### src/rtl/vec_elem_seq_pkg.sv
package vec_elem_seq_pkg;

    typedef enum logic [1:0] {
        ST_IDLE = 2'd0,
        ST_RUN  = 2'd1,
        ST_DONE = 2'd2
    } seq_state_e;

    typedef enum logic [1:0] {
        MD_PLAIN = 2'd0,
        MD_CRFF  = 2'd1,
        MD_LDFF  = 2'd2,
        MD_PRES  = 2'd3
    } seq_mode_e;

    // bit position of a condition flag inside a 4-bit field (LT at the top)
    function automatic logic cr_flag(input logic [3:0] fld, input logic [1:0] which);
        logic b;
        unique case (which)
            2'd0: b = fld[3];
            2'd1: b = fld[2];
            2'd2: b = fld[1];
            default: b = fld[0];
        endcase
        return b;
    endfunction

endpackage

### src/rtl/vec_pred_gen.sv
module vec_pred_gen
    import vec_elem_seq_pkg::*;
#(
    parameter int XLEN   = 64,
    parameter int MAX_VL = 16,
    parameter int IW     = 4
) (
    input  logic                  mask_kind,
    input  logic [2:0]            pred_sel,
    input  logic [IW-1:0]         idx,
    input  logic [XLEN-1:0]       r3,
    input  logic [XLEN-1:0]       r10,
    input  logic [XLEN-1:0]       r30,
    input  logic [4*MAX_VL-1:0]   pred_cr,
    output logic                  pred_bit
);
    localparam int XIW = (XLEN > 1) ? $clog2(XLEN) : 1;
    localparam int FIW = $clog2(4 * MAX_VL);

    logic [XIW-1:0] bit_pos;
    logic [FIW-1:0] fld_pos;
    logic [3:0]     fld;
    logic           int_bit;
    logic           cr_bit;

    always_comb begin
        bit_pos = XIW'(idx);
        fld_pos = FIW'({idx, 2'b00});
        fld     = pred_cr[fld_pos +: 4];
        cr_bit  = cr_flag(fld, pred_sel[2:1]) ^ pred_sel[0];
        unique case (pred_sel[2:1])
            2'b00:   int_bit = pred_sel[0] ? (r3 == XLEN'(idx)) : 1'b1;
            2'b01:   int_bit = r3[bit_pos]  ^ pred_sel[0];
            2'b10:   int_bit = r10[bit_pos] ^ pred_sel[0];
            default: int_bit = r30[bit_pos] ^ pred_sel[0];
        endcase
        pred_bit = mask_kind ? cr_bit : int_bit;
    end

endmodule

### src/rtl/vec_elem_decide.sv
module vec_elem_decide
    import vec_elem_seq_pkg::*;
(
    input  logic       active,
    input  seq_mode_e  mode,
    input  logic       pred_bit,
    input  logic [3:0] res_cr,
    input  logic [1:0] test_sel,
    input  logic       test_inv,
    input  logic       ld_fault,
    input  logic       zero_en,
    input  logic       rc_en,
    input  logic       idx_zero,
    output logic       en,
    output logic       zero,
    output logic       crw,
    output logic       stop,
    output logic       fault_rep
);
    logic pass;

    always_comb begin
        pass      = cr_flag(res_cr, test_sel) ^ test_inv;
        en        = pred_bit;
        zero      = zero_en & ~pred_bit;
        crw       = rc_en & pred_bit;
        stop      = 1'b0;
        fault_rep = 1'b0;
        unique case (mode)
            MD_CRFF: begin
                if (pred_bit && !pass) begin
                    en   = 1'b0;
                    zero = 1'b0;
                    crw  = 1'b0;
                    stop = 1'b1;
                end
            end
            MD_LDFF: begin
                if (pred_bit && ld_fault) begin
                    en        = 1'b0;
                    zero      = 1'b0;
                    crw       = 1'b0;
                    stop      = 1'b1;
                    fault_rep = idx_zero;
                end
            end
            MD_PRES: begin
                en   = pred_bit & pass;
                zero = zero_en & ~(pred_bit & pass);
                crw  = rc_en & pred_bit;
            end
            default: ;
        endcase
        if (!active) begin
            en        = 1'b0;
            zero      = 1'b0;
            crw       = 1'b0;
            stop      = 1'b0;
            fault_rep = 1'b0;
        end
    end

endmodule

### src/rtl/vec_elem_seq.sv
module vec_elem_seq
    import vec_elem_seq_pkg::*;
#(
    parameter int XLEN   = 64,
    parameter int MAX_VL = 16,
    localparam int VLW   = $clog2(MAX_VL + 1),
    localparam int IW    = (MAX_VL > 1) ? $clog2(MAX_VL) : 1
) (
    input  logic                clk,
    input  logic                rst_n,
    input  logic                start,
    input  logic [VLW-1:0]      vl_in,
    input  logic                mask_kind,
    input  logic [2:0]          pred_sel,
    input  logic                zero_en,
    input  logic [1:0]          mode_sel,
    input  logic [1:0]          test_sel,
    input  logic                test_inv,
    input  logic                rc_en,
    input  logic [XLEN-1:0]     r3,
    input  logic [XLEN-1:0]     r10,
    input  logic [XLEN-1:0]     r30,
    input  logic [4*MAX_VL-1:0] pred_cr,
    input  logic [3:0]          res_cr,
    input  logic                ld_fault,
    output logic                elem_valid,
    output logic [IW-1:0]       elem_idx,
    output logic                elem_en,
    output logic                elem_zero,
    output logic                cr_write,
    output logic                fault_report,
    output logic                done,
    output logic [VLW-1:0]      vl_out
);
    seq_state_e     state_q, state_d;
    seq_mode_e      cfg_mode;
    logic           cfg_kind;
    logic [2:0]     cfg_sel;
    logic           cfg_zero;
    logic [1:0]     cfg_tsel;
    logic           cfg_inv;
    logic           cfg_rc;
    logic [VLW-1:0] cfg_vl;
    logic [IW-1:0]  idx_q;
    logic [VLW-1:0] vl_q;
    logic [VLW-1:0] vl_req;
    logic           pred_bit;
    logic           stop;
    logic           fault_rep;
    logic           last;
    logic           active;

    assign vl_req = (vl_in > VLW'(MAX_VL)) ? VLW'(MAX_VL) : vl_in;
    assign last   = (VLW'(idx_q) == cfg_vl - VLW'(1));
    assign active = (state_q == ST_RUN);

    vec_pred_gen #(.XLEN(XLEN), .MAX_VL(MAX_VL), .IW(IW)) u_pred (
        .mask_kind (cfg_kind),
        .pred_sel  (cfg_sel),
        .idx       (idx_q),
        .r3        (r3),
        .r10       (r10),
        .r30       (r30),
        .pred_cr   (pred_cr),
        .pred_bit  (pred_bit)
    );

    vec_elem_decide u_decide (
        .active    (active),
        .mode      (cfg_mode),
        .pred_bit  (pred_bit),
        .res_cr    (res_cr),
        .test_sel  (cfg_tsel),
        .test_inv  (cfg_inv),
        .ld_fault  (ld_fault),
        .zero_en   (cfg_zero),
        .rc_en     (cfg_rc),
        .idx_zero  (idx_q == '0),
        .en        (elem_en),
        .zero      (elem_zero),
        .crw       (cr_write),
        .stop      (stop),
        .fault_rep (fault_rep)
    );

    // next state: GO, EMPTY, STEP, FINISH, CUT, RELEASE
    always_comb begin
        state_d = state_q;
        unique case (state_q)
            ST_IDLE: if (start) state_d = (vl_req == '0) ? ST_DONE : ST_RUN;
            ST_RUN:  if (stop || last) state_d = ST_DONE;
            ST_DONE: state_d = ST_IDLE;
            default: state_d = ST_IDLE;
        endcase
    end

    // state register
    always_ff @(posedge clk) begin
        if (!rst_n) state_q <= ST_IDLE;
        else        state_q <= state_d;
    end

    // outputs of the state machine
    always_comb begin
        elem_valid   = (state_q == ST_RUN);
        done         = (state_q == ST_DONE);
        elem_idx     = idx_q;
        fault_report = fault_rep;
        vl_out       = vl_q;
    end

    // operation context and element counter
    always_ff @(posedge clk) begin
        if (!rst_n) begin
            cfg_mode <= MD_PLAIN;
            cfg_kind <= 1'b0;
            cfg_sel  <= '0;
            cfg_zero <= 1'b0;
            cfg_tsel <= '0;
            cfg_inv  <= 1'b0;
            cfg_rc   <= 1'b0;
            cfg_vl   <= '0;
            idx_q    <= '0;
            vl_q     <= '0;
        end else begin
            unique case (state_q)
                ST_IDLE: begin
                    if (start) begin
                        cfg_mode <= seq_mode_e'(mode_sel);
                        cfg_kind <= mask_kind;
                        cfg_sel  <= pred_sel;
                        cfg_zero <= zero_en;
                        cfg_tsel <= test_sel;
                        cfg_inv  <= test_inv;
                        cfg_rc   <= rc_en;
                        cfg_vl   <= vl_req;
                        vl_q     <= vl_req;
                        idx_q    <= '0;
                    end
                end
                ST_RUN: begin
                    if (stop) begin
                        if (!fault_rep) vl_q <= VLW'(idx_q);
                    end else if (!last) begin
                        idx_q <= idx_q + IW'(1);
                    end
                end
                default: ;
            endcase
        end
    end

endmodule

### config.mk
export PLATFORM = sky130hd
export DESIGN_NAME = vec_elem_seq
export DESIGN_NICKNAME = d
export VERILOG_FILES = /design/src/rtl/vec_elem_seq_pkg.sv /design/src/rtl/vec_pred_gen.sv /design/src/rtl/vec_elem_decide.sv /design/src/rtl/vec_elem_seq.sv
export SDC_FILE = /design/constraint.sdc
export NUM_CORES = 1
export LEC_CHECK = 0
export BUFFER_PORTS_ARGS = -buffer_cell sky130_fd_sc_hd__buf_2
export CORE_AREA = 2 2 116 118
export DETAILED_ROUTE_END_ITERATION = 6
export DIE_AREA = 0 0 118 120
export MAX_ROUTING_LAYER = met4
export PLACE_DENSITY = 0.54
export RECOVER_POWER = 50
export SETUP_SLACK_MARGIN = 0.15
export SLEW_MARGIN = 25
export SYNTH_ARGS = -nofsm -noshare
export SYNTH_HDL_FRONTEND = slang
export SYNTH_SLANG_ARGS = --single-unit
### constraint.sdc
create_clock -name clk -period 3.93 [get_ports clk]
set_input_delay 0.786 -clock clk [delete_from_list [all_inputs] [get_ports clk]]
set_output_delay 0.786 -clock clk [all_outputs]
set_load 0.01 [all_outputs]
### Yosys cells after proc, flatten, opt, wreduce, memory -nomap -nowiden

Cells that the tools add are included.

* bits of input ports: 280
* output and inout port bits: 15
* latch bits: 0
* word-level logic and storage cells: 101
* bits in registers: 27
* RAM bits: 0
* bits in read-only memories: 0
* memories kept: 0

* reductions and logical operators: 14
* $mul: 0
* add/subtract/negate cells: 2
* $lt $le $gt $ge: 2
* shifts and indexed selects: 1
* eq/ne operators: 17
* bitwise operators: 11
* div/mod/pow operators: 0
* muxes and demuxes: 43

Operator list (count)
* $eq 64x4->1: 1
* $shiftx 64x7->4: 1
* $mux 1: 20
* $mux 5: 4
* $pmux 1 s3: 5
* $bmux 1 s4: 3
* $mux 4: 3
* $ne 2x2->1 const B: 6
* $eq 2x2->1 const B: 5
* $pmux 5 s2: 1
* $eq 2x1->1 const B: 4
* $pmux 4 s2: 1
* $reduce_and 4->1: 2
* $lt 4x7->1 const B: 1
* $logic_not 2->1: 3
* $mux 2: 3
* $eq 4x5->1: 1
* $gt 5x5->1 const B: 1
* $logic_not 5->1: 1
* $sub 5x1->5 const B: 1
* $xor 1x1->1: 5
* $add 4x1->4 const B: 1
* $and 1x1->1: 4
* $logic_not 4->1: 1
* 8 further kinds: 12

### Depth between registers and ports, before layout

* depth in word-level cells: 12
* mapped depth: 11
* mapped depth without buffers: 10

### Cells and area by module

From an unflattened synthesis, not the netlist that was laid out.

* cells, all modules: 316
* area, all modules: 2812.7 um2

By module, submodules not included
* vec_elem_seq: seq. area each 540.5 um2, times used 1, cells each 160, area an instance 1305.0 um2
* vec_pred_gen: seq. area each 0.0 um2, times used 1, cells each 127, area an instance 1295.0 um2
* vec_elem_decide: seq. area each 0.0 um2, times used 1, cells each 29, area an instance 212.7 um2

### Worst setup path after synthesis

No wires, ideal clock.

* path type: input to output
* from: in r3[7]
* to: out cr_write
* arrival time: 2.632 ns
* stages: 7
* data required time: 3.144 ns
* buffers on the path: 0
* setup slack: 0.512 ns
* cell sequence: mux4_2 o2111ai_1 a41oi_1 o211a_1 or2_2 o21ai_0 and4_1

* cells in the longest elaborated chain, start to end: 9

Ends and longest elaborated chain
* from (decl): RTL line vec_elem_seq.sv:20 `input logic [XLEN-1:0] r3,`
* $bmux 1 s4: RTL line vec_pred_gen.sv:33 `2'b01: int_bit = r3[bit_pos] ^ pred_sel[0];`
* $mux 1 (implied by the code): RTL line vec_pred_gen.sv:33
* $xor 1x1->1: RTL line vec_pred_gen.sv:33
* $pmux 1 s3 *: RTL line vec_pred_gen.sv:31 `unique case (pred_sel[2:1])`
* $mux 1 *: RTL line vec_pred_gen.sv:37 `pred_bit = mask_kind ? cr_bit : int_bit;`
* $and 1x1->1 (tied with other cells): RTL line vec_elem_decide.sv:26, vec_elem_decide.sv:50
* $mux 1, on equally long branches: RTL line vec_elem_decide.sv:39, vec_elem_decide.sv:31
* $pmux 1 s2 *: RTL line vec_elem_decide.sv:29 `unique case (mode)`
* $mux 1 *: RTL line vec_elem_decide.sv:54 `if (!active) begin`
* to (decl): RTL line vec_elem_seq.sv:30 `output logic cr_write,`

Mark *: on every way between the ends. The rest lies on a longest branch, timed or not. The select of a mux whose other input is x is not followed.

### Worst setup path after layout

* from: in pred_cr[63]
* to: out elem_zero

* cells in the longest elaborated chain, start to end: 9

Ends and longest elaborated chain
* from (decl): RTL line vec_elem_seq.sv:23 `input logic [4*MAX_VL-1:0] pred_cr,`
* $shiftx 64x7->4 *: RTL line vec_pred_gen.sv:29 `fld = pred_cr[fld_pos +: 4];`
* $pmux 1 s3 *: RTL line vec_elem_seq_pkg.sv:19 `unique case (which)`
* $xor 1x1->1 *: RTL line vec_pred_gen.sv:30 `cr_bit = cr_flag(fld, pred_sel[2:1]) ^ pred_sel[0];`
* $mux 1 *: RTL line vec_pred_gen.sv:37
* $and 1x1->1 / $not 1->1 (equally long branches): RTL line vec_elem_decide.sv:49, vec_elem_decide.sv:25
* $not 1->1 / $and 1x1->1 (equally long branches): RTL line vec_elem_decide.sv:49, vec_elem_decide.sv:25
* $and 1x1->1 (tied with other cells): RTL line vec_elem_decide.sv:49 `zero = zero_en & ~(pred_bit & pass);`
* $pmux 1 s3 *: RTL line vec_elem_decide.sv:29
* $mux 1 *: RTL line vec_elem_decide.sv:54
* to (decl): RTL line vec_elem_seq.sv:29 `output logic elem_zero,`

Mark *: on every way between the ends. The rest lies on a longest branch, timed or not.

==> reports/metrics.cfg <==
[route]
routedWlPerCell_um=15.7
drc_errors=0
antenna_left=0
wl_mm=11.6
vias_per_cell=4.87
drt_first_pass_iters=4
num_vias=3582
drtIter0Drc=131

[place]
dpl.hpwl_mm=9.46
place.detailed.instances=728
port_buffers=198
place_congestion=0.863

[clock_network]
clk_path_buf_depth=2
clk_latency_ns=0.27
clockRootBuffer=clkbuf_16
tritoncts=done
cts_sinks=27
path_clk_slew_ns=0.07
htreeDepth=1
numCtsBuffers=3

[logic_synthesis]
synth_flop_cell=dfxtp_1
yosysWarnings=0
synth_area_leaders=dfxtp_1 (18%), mux2i_1 (9.7%), mux4_2 (9.1%)
syn_inst=364
synth_area_um2=2980
ys_ff_latch=27
synth.top_cell.area_share=0.181
synth_cell_types=60
yosys.area.top_type=dfxtp_1
synth.most_common_cell=nand2_1
yosysSeqAreaShare=0.181
synthArstFlopShare=0
synth_edf_count=0
syn_nets=655
synthTopCellsByCount=nand2_1 (56), mux2i_1 (29), a21oi_1 (27), dfxtp_1 (27), inv_1 (19)
syn_area_per_cell_um2=8.18

[setup_path]
cp-end-kind=output port
cp.required_ns=3.14
path_cells=buf_2 -> mux4_2 -> mux2_2 -> nand3_1 -> nand4_4 -> o211a_4 -> nor2_4 -> o211ai_1 -> a221oi_2 -> buf_2
path_common_cell=buf_2
cp_slowest_cell=mux4_2
critPathMaxStageDelay_ns=0.46
worstPathArrival_ns=2.95
startpoint_type=primary input
critPathMaxFanout=4
path_class=primary input to output port

[sta]
rsz0062_at_grt=yes
fin_crit_ns=3.74
holdWs_ns=0.455
finalMaxSlewViolations=0
hold_viol=0
skew_ns=0.00256
relSlewSlack=0.475
setup_viol=0
tns_ns=0
min_period_over_period=0.950
fmax_mhz=268
worstMarginPinSlew_ns=0.787

[power]
p_leak_nw=1.84
pwr-share-comb=0.405
power.switching_w=0.000321
clkPwrFrac=0.262
power_density_nw_per_um2=217
power.share.sequential=0.334
swShare=0.336
peakVddDrop_mv=0.149
intPower_w=0.000633

[floorplanning]
initial_core_util=0.230
fp.dieW_um=118
die_area_um2=14200
ios=295
rows=42
dieHeight_um=120
coreArea_um2=13000

[global_route]
grt_max_degree=25
grt.overflow.total=0
antenna_found_initial=1
grt_pass1_vias=3613
grt_pass1_wl_mm=18.0
track_usage=0.161

[min_path]
hold_class=flip-flop to flip-flop

[cells_and_area]
nets=851
drive_gt1_frac=0.445
fin_cells=736
regArea_um2=548
area_growth_pct=47.8
fillCellCount=1400
multiInputGateArea_um2=2300

[job]
maxCapViolations=0

[status]
status=finished, final reports clean

critical path, delay by kind of cell:
| kind | cells | cell delay [ns] |
|---|---|---|
| multiplexers | 2 | 0.75 |
| buffers and inverters | 2 | 0.28 |
| AND/OR/NAND/NOR | 3 | 0.45 |
| AO/OA/AOI/OAI | 3 | 0.70 |
power groups by stage:
| stage | Combinational (W) | Sequential [W] | Clock (W) |
|---|---|---|---|
| after floorplan | 0.000218 | 0.000314 | 0 |
| after global placement | 0.000367 | 0.000324 | 0 |
| after detailed placement | 0.000374 | 0.000325 | 0 |
| after CTS | 0.000379 | 0.000319 | 0.000257 |
| after global routing | 0.000424 | 0.000323 | 0.000272 |
| final | 0.000386 | 0.000318 | 0.000250 |
cell families (layout without fill, tap and decap cells):
family	Yosys count	in the layout	synth area share
other	0	1	0
AO/OA/AOI/OAI	70	70	0.165
adder cells (fa/ha/maj)	11	11	0.0462
multiplexers	49	49	0.235
AND/OR/NAND/NOR	154	154	0.276
flip-flops	27	27	0.181
XOR/XNOR	9	9	0.0265
buffers and inverters	44	239	0.0701
per-stage QoR:
step | setup WS [ns] | power, W | utilization | area (um^2)
after floorplan | 0.512 | 0.000532 | - | 2980
after global placement | -0.0640 | 0.000691 | 0.323 | 4190
after detailed placement | -0.0244 | 0.000699 | 0.323 | 4190
after CTS | 0.110 | 0.000956 | 0.331 | 4300
after global routing | 0.0807 | 0.00102 | 0.339 | 4400
final | 0.195 | 0.000954 | 0.339 | 4400
flip-flops by register name, indices dropped and copies added, names as in the netlist, 2 cells and up:
name      count
state_q       2
cfg_sel       3
cfg_mode      2
cfg_tsel      2
cfg_vl        5
elem_idx      4
vl_out        5
final timing paths:
kind	end	cells after the start	slack (ns)	from
worst max-delay path	elem_zero	10	0.19	pred_cr[63]
worst min-delay path	cfg_rc	2	0.46	cfg_rc
worst max register to register	vl_out[1]	10	0.79	elem_idx[2]
worst min register to register	cfg_rc	2	0.46	cfg_rc
metal layers:
layer	part of all wire	vias up	global-route usage
met1	0.41	1661	0.184
li1	-	1772	-
met5	0	-	-
met3	0.068	9	0.0366
met2	0.51	140	0.294
met4	0.0092	0	0.0218
final cells by class:
| type | count | area share |
|---|---|---|
| Antenna cell | 1 | 0.000568 |
| Multi-Input combinational cell | 293 | 0.523 |
| Sequential cell | 27 | 0.124 |
| Timing Repair Buffer | 216 | 0.267 |
| Clock inverter | 1 | 0.00199 |
| Clock buffer | 3 | 0.0170 |
| Tap cell | 176 | 0.0500 |
| Inverter | 19 | 0.0162 |
repair_timing:
action | 4_1_cts | 5_1_grt
endpoints found under the setup margin | 4 | 4
setup buffers | 0 | 2
hold buffers | 0 | 0
gates cloned | 0 | 1
gates resized for setup | 6 | 12
pin swaps | 0 | 2
cell usage in the layout, fill, tap and decap left out, types with 4 or more instances in the layout:
master,netlist,layout
nand3_1,15,15
nor2_1,9,8
mux4_2,12,12
a221oi_1,7,6
xnor2_1,7,7
clkbuf_16,0,4
nor4_1,15,15
clkbuf_1,12,5
nor3b_1,5,5
ha_1,11,11
nor2b_1,9,8
mux2i_1,29,29
buf_2,5,193
nand3b_1,6,6
a21oi_1,27,27
nand2_1,56,56
nor3_1,7,6
dfxtp_1,27,25
buf_4,2,14
o21ai_0,6,4
mux2_2,4,4
inv_1,19,19
nand4_1,11,11
a211oi_1,5,5
(Power assumes the default switching activity.)
